==> config.mk <==
export PLATFORM = sky130hd
export DESIGN_NAME = dma_page_guard
export DESIGN_NICKNAME = d
export VERILOG_FILES = /design/src/rtl/dpg_pkg.sv /design/src/rtl/dpg_entry_store.sv /design/src/rtl/dpg_slot_pick.sv /design/src/rtl/dpg_hit_mux.sv /design/src/rtl/dma_page_guard.sv
export SDC_FILE = /design/constraint.sdc
export NUM_CORES = 1
export LEC_CHECK = 0
export BUFFER_PORTS_ARGS = -buffer_cell sky130_fd_sc_hd__clkbuf_2
export CORE_MARGIN = 4
export CORE_UTILIZATION = 40
export CTS_BUF_LIST = sky130_fd_sc_hd__clkbuf_8 sky130_fd_sc_hd__clkbuf_16
export CTS_CLUSTER_DIAMETER = 80
export CTS_CLUSTER_SIZE = 12
export DETAILED_ROUTE_END_ITERATION = 10
export GPL_TIMING_DRIVEN = 0
export PLACE_DENSITY = 0.59
export SYNTH_ARGS = -nofsm -noshare
export SYNTH_HDL_FRONTEND = slang
export SYNTH_HIERARCHICAL = 1
export SYNTH_SLANG_ARGS = --single-unit
==> constraint.sdc <==
create_clock -name clk -period 6.97 [get_ports clk]
set_input_delay 1.7425 -clock clk [delete_from_list [all_inputs] [get_ports clk]]
set_output_delay 1.7425 -clock clk [all_outputs]
set_load 0.1 [all_outputs]
==> src/rtl/dpg_pkg.sv <==
package dpg_pkg;
  localparam int PAGE_BITS = 12;

  typedef enum logic {
    OP_ADD = 1'b0,
    OP_DEL = 1'b1
  } mgmt_op_e;
endpackage

==> src/rtl/dpg_entry_store.sv <==
module dpg_entry_store #(
  parameter int N     = 16,
  parameter int SRC_W = 4,
  parameter int VPN_W = 20,
  parameter int PPN_W = 24,
  localparam int IDX_W = (N > 1) ? $clog2(N) : 1
) (
  input  logic             clk,
  input  logic             rst,
  input  logic [SRC_W-1:0] lk_src,
  input  logic [VPN_W-1:0] lk_vpn,
  input  logic [SRC_W-1:0] mg_src,
  input  logic [VPN_W-1:0] mg_vpn,
  input  logic             wr_en,
  input  logic [IDX_W-1:0] wr_idx,
  input  logic [PPN_W-1:0] wr_ppn,
  input  logic             wr_rd,
  input  logic             wr_wr,
  input  logic             clr_en,
  input  logic [IDX_W-1:0] clr_idx,
  output logic [N-1:0]     lk_hit,
  output logic [N-1:0]     mg_hit,
  output logic [N-1:0]     valid_vec,
  output logic [PPN_W-1:0] ppn_arr [N],
  output logic [N-1:0]     rd_vec,
  output logic [N-1:0]     wr_vec
);
  for (genvar g = 0; g < N; g++) begin : g_ent
    logic             vld_q;
    logic [SRC_W-1:0] src_q;
    logic [VPN_W-1:0] vpn_q;
    logic [PPN_W-1:0] ppn_q;
    logic             rd_q;
    logic             wr_q;

    always_ff @(posedge clk) begin
      if (rst) begin
        vld_q <= 1'b0;
      end else if (wr_en && wr_idx == IDX_W'(g)) begin
        vld_q <= 1'b1;
      end else if (clr_en && clr_idx == IDX_W'(g)) begin
        vld_q <= 1'b0;
      end
    end

    always_ff @(posedge clk) begin
      if (wr_en && wr_idx == IDX_W'(g)) begin
        src_q <= mg_src;
        vpn_q <= mg_vpn;
        ppn_q <= wr_ppn;
        rd_q  <= wr_rd;
        wr_q  <= wr_wr;
      end
    end

    assign lk_hit[g]    = vld_q && src_q == lk_src && vpn_q == lk_vpn;
    assign mg_hit[g]    = vld_q && src_q == mg_src && vpn_q == mg_vpn;
    assign valid_vec[g] = vld_q;
    assign ppn_arr[g]   = ppn_q;
    assign rd_vec[g]    = rd_q;
    assign wr_vec[g]    = wr_q;
  end
endmodule

==> src/rtl/dpg_slot_pick.sv <==
module dpg_slot_pick #(
  parameter int N = 16,
  localparam int IDX_W = (N > 1) ? $clog2(N) : 1
) (
  input  logic [N-1:0]     valid_vec,
  input  logic [N-1:0]     key_hit,
  output logic             key_found,
  output logic [IDX_W-1:0] key_idx,
  output logic             free_found,
  output logic [IDX_W-1:0] free_idx
);
  always_comb begin
    key_found  = 1'b0;
    key_idx    = '0;
    free_found = 1'b0;
    free_idx   = '0;
    for (int i = N - 1; i >= 0; i--) begin
      if (key_hit[i]) begin
        key_found = 1'b1;
        key_idx   = IDX_W'(i);
      end
      if (!valid_vec[i]) begin
        free_found = 1'b1;
        free_idx   = IDX_W'(i);
      end
    end
  end
endmodule

==> src/rtl/dpg_hit_mux.sv <==
module dpg_hit_mux #(
  parameter int N     = 16,
  parameter int PPN_W = 24
) (
  input  logic [N-1:0]     hit,
  input  logic [PPN_W-1:0] ppn_arr [N],
  input  logic [N-1:0]     rd_vec,
  input  logic [N-1:0]     wr_vec,
  input  logic             is_write,
  output logic             allow,
  output logic [PPN_W-1:0] ppn
);
  always_comb begin
    allow = 1'b0;
    ppn   = '0;
    for (int i = 0; i < N; i++) begin
      if (hit[i]) begin
        ppn   = ppn | ppn_arr[i];
        allow = allow | (is_write ? wr_vec[i] : rd_vec[i]);
      end
    end
  end
endmodule

==> src/rtl/dma_page_guard.sv <==
module dma_page_guard #(
  parameter int N     = 16,
  parameter int SRC_W = 4,
  parameter int VA_W  = 32,
  parameter int PA_W  = 36,
  localparam int OFF_W = dpg_pkg::PAGE_BITS,
  localparam int VPN_W = VA_W - OFF_W,
  localparam int PPN_W = PA_W - OFF_W
) (
  input  logic             clk,
  input  logic             rst,
  input  logic             req_valid,
  input  logic [SRC_W-1:0] req_src,
  input  logic [VA_W-1:0]  req_vaddr,
  input  logic             req_write,
  output logic             rsp_valid,
  output logic             rsp_grant,
  output logic [PA_W-1:0]  rsp_paddr,
  input  logic             mgmt_valid,
  input  logic             mgmt_op,
  input  logic [SRC_W-1:0] mgmt_src,
  input  logic [VPN_W-1:0] mgmt_vpn,
  input  logic [PPN_W-1:0] mgmt_ppn,
  input  logic             mgmt_rd_ok,
  input  logic             mgmt_wr_ok,
  output logic             mgmt_done,
  output logic             mgmt_err
);
  import dpg_pkg::*;
  localparam int IDX_W = (N > 1) ? $clog2(N) : 1;

  logic [N-1:0]     lk_hit, mg_hit, valid_vec, rd_vec, wr_vec;
  logic [PPN_W-1:0] ppn_arr [N];
  logic             key_found, free_found;
  logic [IDX_W-1:0] key_idx, free_idx, wr_idx;
  logic             do_add, do_del, wr_en, clr_en, add_fail;
  logic             lk_allow;
  logic [PPN_W-1:0] lk_ppn;

  assign do_add   = mgmt_valid && mgmt_op_e'(mgmt_op) == OP_ADD;
  assign do_del   = mgmt_valid && mgmt_op_e'(mgmt_op) == OP_DEL;
  assign wr_en    = do_add && (key_found || free_found);
  assign wr_idx   = key_found ? key_idx : free_idx;
  assign clr_en   = do_del && key_found;
  assign add_fail = do_add && !key_found && !free_found;

  dpg_entry_store #(.N(N), .SRC_W(SRC_W), .VPN_W(VPN_W), .PPN_W(PPN_W)) u_store (
    .clk      (clk),
    .rst      (rst),
    .lk_src   (req_src),
    .lk_vpn   (req_vaddr[VA_W-1:OFF_W]),
    .mg_src   (mgmt_src),
    .mg_vpn   (mgmt_vpn),
    .wr_en    (wr_en),
    .wr_idx   (wr_idx),
    .wr_ppn   (mgmt_ppn),
    .wr_rd    (mgmt_rd_ok),
    .wr_wr    (mgmt_wr_ok),
    .clr_en   (clr_en),
    .clr_idx  (key_idx),
    .lk_hit   (lk_hit),
    .mg_hit   (mg_hit),
    .valid_vec(valid_vec),
    .ppn_arr  (ppn_arr),
    .rd_vec   (rd_vec),
    .wr_vec   (wr_vec)
  );

  dpg_slot_pick #(.N(N)) u_pick (
    .valid_vec (valid_vec),
    .key_hit   (mg_hit),
    .key_found (key_found),
    .key_idx   (key_idx),
    .free_found(free_found),
    .free_idx  (free_idx)
  );

  dpg_hit_mux #(.N(N), .PPN_W(PPN_W)) u_mux (
    .hit     (lk_hit),
    .ppn_arr (ppn_arr),
    .rd_vec  (rd_vec),
    .wr_vec  (wr_vec),
    .is_write(req_write),
    .allow   (lk_allow),
    .ppn     (lk_ppn)
  );

  always_ff @(posedge clk) begin
    if (rst) begin
      rsp_valid <= 1'b0;
      rsp_grant <= 1'b0;
      rsp_paddr <= '0;
      mgmt_done <= 1'b0;
      mgmt_err  <= 1'b0;
    end else begin
      rsp_valid <= req_valid;
      rsp_grant <= req_valid && lk_allow;
      rsp_paddr <= (req_valid && lk_allow) ? {lk_ppn, req_vaddr[OFF_W-1:0]} : '0;
      mgmt_done <= mgmt_valid;
      mgmt_err  <= add_fail || (do_del && !key_found);
    end
  end
endmodule

==> flow_summary.json, run 1 <==
{
  "routed_via_density": 5.99,
  "yosysWarnings": 6,
  "fin_util_pct": 45.3,
  "place_area_mm2": 0.0406,
  "finalHoldViolCount": 0,
  "die_x_um": 317,
  "first_global_vias": 23533,
  "max_stage_delay_ns": 0.78,
  "drt_iter0_drc": 3238,
  "numClockSinks": 856,
  "clk_path_buf_depth": 3,
  "num_vias": 24296,
  "synth_seq_cells": 856,
  "rr_endpoint": "u_store/g_ent[3].wr_q",
  "fmax_mhz": 144,
  "crit_buf_inv": 5,
  "drive_gt1_share_pct": 16.0,
  "synth-edff-count": 800,
  "wire_per_inst_um": 35.4,
  "slowest_stage": "nor4_2",
  "p_per_area_mw_per_mm2": 243,
  "htreeDepth": 3,
  "setup_viol": 0,
  "hold_start": "u_store/g_ent[2].vld_q",
  "async_flop_share_pct": 0,
  "crit_path_start_kind": "input port",
  "drv_slew": 0,
  "drt_drc_violations_left": 0,
  "ys.flop_type": "edfxtp_1",
  "crit_arrival_ns": 7.22,
  "vdd.ir_drop.worst_uv": 191,
  "cts_setup_buffers": 0,
  "max_cap_viol_count": 0,
  "period_needed_ns": 6.95,
  "reg2regPathDepth": 13,
  "root_buffer": "clkbuf_16",
  "yosysSeqAreaShare_pct": 65.6,
  "hold_path.class": "flip-flop to flip-flop",
  "synth_cell_type_count": 43,
  "final_area_mm2": 0.0431,
  "core_mm2": 0.0950,
  "worstMarginPinSlew_ns": 1.39,
  "fin_tns_setup_ns": 0,
  "die_h_um": 317,
  "ios": 132,
  "slew_headroom_pct": 6.60,
  "hpwl_um": 86600,
  "worstHoldEndpoint": "u_store/g_ent[2].vld_q",
  "fillers": 8459,
  "final_common_cell": "edfxtp_1",
  "final_cell_mix": "edfxtp_1 (800), xor2_1 (480), xnor2_1 (288)",
  "ant_nets": 0,
  "rsz0062_at_grt": "false",
  "fin_nets": 2836,
  "p_leak_nw": 14.2,
  "synth_nets": 2639,
  "rows": 113,
  "placedCellCount": 3925,
  "period_share_pct": 99.7,
  "fin_skew_ns": 0.0381,
  "grt_antenna_before_repair": 9,
  "grt_pass1_wl_um": 193000,
  "syn2layout_area_growth_pct": 12.5,
  "synthCells": 2547,
  "globalplace.congestion": 0.935,
  "cpMostUsedCell": "buf_2",
  "worstPathRequired_ns": 7.24,
  "use_met2_pct": 44.5,
  "r2r_start": "u_store/g_ent[9].vpn_q[13]",
  "worstPathMaxFanout": 50,
  "grt_max_degree": 51,
  "cts_buffers": 82,
  "grt_busiest_layer": "met2",
  "die_area_mm2": 0.101,
  "insertion_delay_ns": 0.66,
  "grtUsageMet1_pct": 35.8,
  "path_delay_family": "simple AND/OR/NAND/NOR gates",
  "grtUsageMet3_pct": 5.30,
  "netlist_area_mm2": 0.0383,
  "start_util_pct": 40.3,
  "cts_tree": "done",
  "holdPathStages": 2,
  "first_pass_iters": 5,
  "hold_buffers": 0,
  "syn_area_per_cell_um2": 15.0,
  "grt_usage_pct": 27.6,
  "rrSetupSlack_ns": 1.97,
  "path_cells": "buf_2 > buf_2 > clkbuf_4 > xnor2_1 > nand4_1 > nor4_2 > nor4_2 > and3_1 > nand4_1 > buf_2 > nor2_1 > nor3b_1 > nor3b_1 > nand3_1 > inv_6",
  "wl_um": 144000,
  "layout.cells.non_filler": 4059,
  "io_buffer_count": 106,
  "p_total_mw": 10.5,
  "grt_overflow_total": 0,
  "path_clk_slew_ns": 0.07,
  "end_kind": "flip-flop",
  "worstSetupPathType": "input port to flip-flop",
  "postCtsResizedCells": 8,
  "status": "finished clean"
}
-- layout make-up --
cell class	instances	area, um^2	share of cell area, %
flip-flops and latches	856	25100	58.4
multi-input cells	1470	11700	27.2
clock buffers	83	2080	4.82
well taps	1265	1580	3.67
plain buffers	201	1400	3.25
repair buffers	113	718	1.67
clock inverters	48	290	0.674
inverters	20	125	0.290
diodes	3	7.51	0.0174
-- state kept, by name (all words and copies together), names as in the netlist --
register             count
mgmt_done                1
mgmt_err                 1
rsp_grant                1
rsp_paddr               36
rsp_valid                1
u_store/g_ent.ppn_q    384
u_store/g_ent.rd_q      16
u_store/g_ent.src_q     64
u_store/g_ent.vld_q     16
u_store/g_ent.vpn_q    320
u_store/g_ent.wr_q      16
-- worst register-to-register path, stage by stage (launching register included) --
cell and delay, ns:
edfxtp_1 0.42, xor2_1 0.16, nor4_1 0.51, nand3_1 0.22
nor4_4 0.66, nor4_2 0.14, and3_1 0.23, nand4_1 0.17
buf_2 0.23, nor2_1 0.07, nor3b_1 0.36, nor3b_1 0.52
nand3_1 0.30, inv_6 0.55
-- how the worst max path moves through the flow --
stage	start	endpoint	slack, ns	depth (start not counted)
CTS	mgmt_vpn[7]	u_store/g_ent[1].ppn_q[1]	0.03	16
global route	mgmt_vpn[16]	u_store/g_ent[1].ppn_q[16]	0.05	16
finish	mgmt_vpn[7]	u_store/g_ent[3].wr_q	0.02	15
global placement	mgmt_vpn[7]	u_store/g_ent[9].vpn_q[2]	-2.39	14
floorplan	mgmt_vpn[19]	u_store/g_ent[3].ppn_q[0]	1.22	13
detailed placement	mgmt_vpn[7]	u_store/g_ent[3].wr_q	-1.04	15
-- cell usage after synthesis, types with 26 or more instances --
cell	number	area share, %
nand4_1	94	1.5
a22o_1	100	2.3
buf_4	62	1.2
buf_6	42	1.2
clkbuf_1	50	0.49
a221oi_1	98	2.2
xnor2_1	288	6.6
nand2_1	26	0.25
nor3_1	36	0.47
nor4_1	103	1.7
nand3_1	73	0.95
buf_2	45	0.59
xor2_1	480	11
nor4_2	27	0.88
edfxtp_1	800	63
dfxtp_1	56	2.9
-- where the power goes --
group / total, mW / leakage, nW / switching [mW] / internal, mW
clock network: 4.11 / 1.30 / 1.95 / 2.16
logic: 0.703 / 5.26 / 0.515 / 0.189
registers: 5.65 / 7.66 / 0.0118 / 5.64
total: 10.5 / 14.2 / 2.48 / 7.99
-- stage by stage --
step | hold slack (ns) | worst slack [ns]
after floorplan | 0.481 | 1.22
after global placement | 0.542 | -2.39
after detailed placement | 0.544 | -1.04
after CTS | 0.566 | 0.0315
after global routing | 0.576 | 0.0508
final | 0.559 | 0.0222
-- layer usage --
layer / part of all wire, % / wire [um] / vias to the layer above
li1: - / - / 9888
met1: 38 / 54600 / 12521
met2: 47 / 66900 / 1506
met3: 9.6 / 13900 / 379
met4: 5.7 / 8220 / 2
met5: 0.011 / 16 / -
-- cells by family (layout without fill, tap and decap cells) --
kind of cell              after synthesis  in the layout  share of synthesized area [%]
other                                   0              3                              0
AOI/OAI and AO/OA                     249            249                           5.30
xor gates and xnor gates              768            768                           17.6
buffers and inverters                 221            465                           3.81
and+or+nand+nor                       433            433                           7.09
DFF                                   856            856                           65.6
muxes                                  20             20                          0.607
Note: power is estimated with default switching activity, not from simulation.
==> inputs of run 2 (changes only) <==
--- a/config.mk
+++ b/config.mk
@@ -7,13 +7,15 @@
 export LEC_CHECK = 0
 export BUFFER_PORTS_ARGS = -buffer_cell sky130_fd_sc_hd__clkbuf_2
 export CORE_MARGIN = 4
-export CORE_UTILIZATION = 40
+export CORE_UTILIZATION = 62
 export CTS_BUF_LIST = sky130_fd_sc_hd__clkbuf_8 sky130_fd_sc_hd__clkbuf_16
 export CTS_CLUSTER_DIAMETER = 80
 export CTS_CLUSTER_SIZE = 12
 export DETAILED_ROUTE_END_ITERATION = 10
 export GPL_TIMING_DRIVEN = 0
-export PLACE_DENSITY = 0.59
+export HOLD_SLACK_MARGIN = 0.05
+export PLACE_DENSITY = 0.84
+export SLEW_MARGIN = 20
 export SYNTH_ARGS = -nofsm -noshare
 export SYNTH_HDL_FRONTEND = slang
 export SYNTH_HIERARCHICAL = 1
==> run 2 against run 1 <==
Effect of this change:
- final cell count down 12%
- global-route usage up 15 points
- via count up 5.6%
- largest power group unchanged
- clock power about the same
- clock skew up 0.016 ns
- count of clock-buffer cells in the layout down 1
- critical path type unchanged
- register-to-register slack better by 0.06 ns
- hold slack worse by 0.0059 ns
==> flow_summary.json, run 2 (synthesis results as in run 1) <==
{
  "first_pass_iters": 6,
  "max_cap_viol_count": 0,
  "setup_viol": 0,
  "cts_buffers": 81,
  "finalHoldViolCount": 0,
  "path_cells": "buf_2 > buf_2 > buf_2 > xnor2_1 > nand4_1 > nor4_2 > nor2_1 > and3_1 > nand4_1 > buf_2 > nor2_1 > nor3b_1 > nor3b_1 > nand3_1 > inv_4 > buf_12",
  "r2r_start": "u_store/g_ent[5].vpn_q[12]",
  "ant_nets": 0,
  "hold_path.class": "flip-flop to flip-flop",
  "worstPathMaxFanout": 26,
  "fin_tns_setup_ns": 0,
  "hpwl_um": 86200,
  "cpMostUsedCell": "buf_2",
  "routed_via_density": 7.16,
  "hold_start": "u_store/g_ent[8].vld_q",
  "worstSetupPathType": "input port to flip-flop",
  "root_buffer": "clkbuf_16",
  "insertion_delay_ns": 0.67,
  "ff_latch_area_mm2": 0.0251,
  "period_needed_ns": 6.96,
  "numClockSinks": 856,
  "cts_tree": "done",
  "drive_gt1_share_pct": 16.2,
  "reg_top3": "u_store/g_ent.ppn_q x384, u_store/g_ent.vpn_q x320, u_store/g_ent.src_q x64",
  "final_common_cell": "edfxtp_1",
  "worstMarginPinSlew_ns": 1.30,
  "period_share_pct": 99.8,
  "rows": 90,
  "path_clk_slew_ns": 0.06,
  "grt_usage_pct": 42.5,
  "wl_um": 143000,
  "fin_skew_ns": 0.0537,
  "crit_path_start_kind": "input port",
  "cts_setup_buffers": 0,
  "multi_input_area_mm2": 0.0118,
  "grt_overflow_total": 0,
  "wire_per_inst_um": 39.8,
  "first_global_vias": 24916,
  "regMostFlops": "u_store/g_ent.ppn_q",
  "path_delay_family": "buffers and inverters",
  "die_x_um": 257,
  "rsz0062_at_grt": "false",
  "grt_pass1_wl_um": 194000,
  "p_leak_nw": 14.3,
  "end_kind": "flip-flop",
  "fillers": 3997,
  "htreeDepth": 3,
  "fin_nets": 2844,
  "p_per_area_mw_per_mm2": 245,
  "largest_register_ffs": 384,
  "status": "finished clean",
  "final_cell_mix": "edfxtp_1 (800), xor2_1 (480), xnor2_1 (288)",
  "crit_arrival_ns": 7.29,
  "num_vias": 25653,
  "slowest_stage": "nor4_2",
  "vdd.ir_drop.worst_uv": 243,
  "die_h_um": 257,
  "worstPathRequired_ns": 7.30,
  "drt_drc_violations_left": 0,
  "globalplace.congestion": 1.00,
  "die_area_mm2": 0.0658,
  "ios": 132,
  "syn2layout_area_growth_pct": 11.4,
  "place_area_mm2": 0.0402,
  "startpoint": "mgmt_vpn[0]",
  "core_mm2": 0.0608,
  "max_stage_delay_ns": 0.71,
  "final_area_mm2": 0.0427,
  "grt_max_degree": 48,
  "drt_iter0_drc": 4491,
  "grt_antenna_before_repair": 7,
  "clk_path_buf_depth": 3,
  "start_util_pct": 63.0,
  "drv_slew": 0,
  "slew_headroom_pct": 13.6,
  "crit_buf_inv": 6,
  "io_buffer_count": 106,
  "fmax_mhz": 144
}
run 2: area by class of cell:
class	instances	area share [%]
plain buffers	201	3.25
flip-flops and latches	856	58.9
multi-input cells	1470	27.6
clock inverters	50	0.789
inverters	20	0.270
clock buffers	82	4.81
well taps	782	2.29
repair buffers	122	2.06
diodes	1	0.00586
run 2: per-stage QoR:
step	total power, mW	utilization, %	hold WS, ns	std cells	setup slack (ns)
2_1_floorplan	6.09	-	0.481	2547	1.22
3_3_place_gp	6.42	65.5	0.526	3435	-2.10
3_5_place_dp	6.43	66.1	0.531	3451	-0.829
4_1_cts	10.4	70.1	0.536	3583	0.0679
5_1_grt	10.7	70.2	0.554	3583	0.0100
6_report	10.5	70.2	0.553	3584	0.0110
run 2: where the power goes:
group	internal [mW]	switching [mW]	leakage, nW
Clock	2.14	1.96	1.31
Sequential	5.64	0.0127	7.66
Combinational	0.189	0.520	5.37
Total	7.97	2.49	14.3
run 2: layer usage:
metal | GRT usage [%] | vias up | routed length (um)
li1 | - | 9894 | -
met1 | 53.7 | 12568 | 47000
met2 | 63.5 | 2547 | 61800
met3 | 13.7 | 638 | 21600
met4 | 28.1 | 6 | 12300
met5 | 0.658 | - | 75
run 2: worst register-to-register path, cell delays in order (launching register included):
cell      delay (ns)
edfxtp_1        0.42
xor2_1          0.17
nor4_1          0.40
nand3_1         0.17
nor4_2          0.80
clkbuf_1        0.69
clkbuf_1        0.83
a221oi_2        0.17
nand4_1         0.48
and3b_1         0.27
buf_6           0.16
buf_6           0.17
and2_1          0.17
run 2: repair_timing:
action / CTS / global route
hold buffers: 0 / 0
resized for setup: 3 / 4
setup endpoints to repair: 101 / 101
run 2: worst paths after layout:
kind	end	slack (ns)	cells after the start
min	u_store/g_ent[8].vld_q	0.55	2
min reg2reg	u_store/g_ent[8].vld_q	0.55	2
max reg2reg	rsp_paddr[27]	2.03	12
max	u_store/g_ent[3].ppn_q[22]	0.01	16
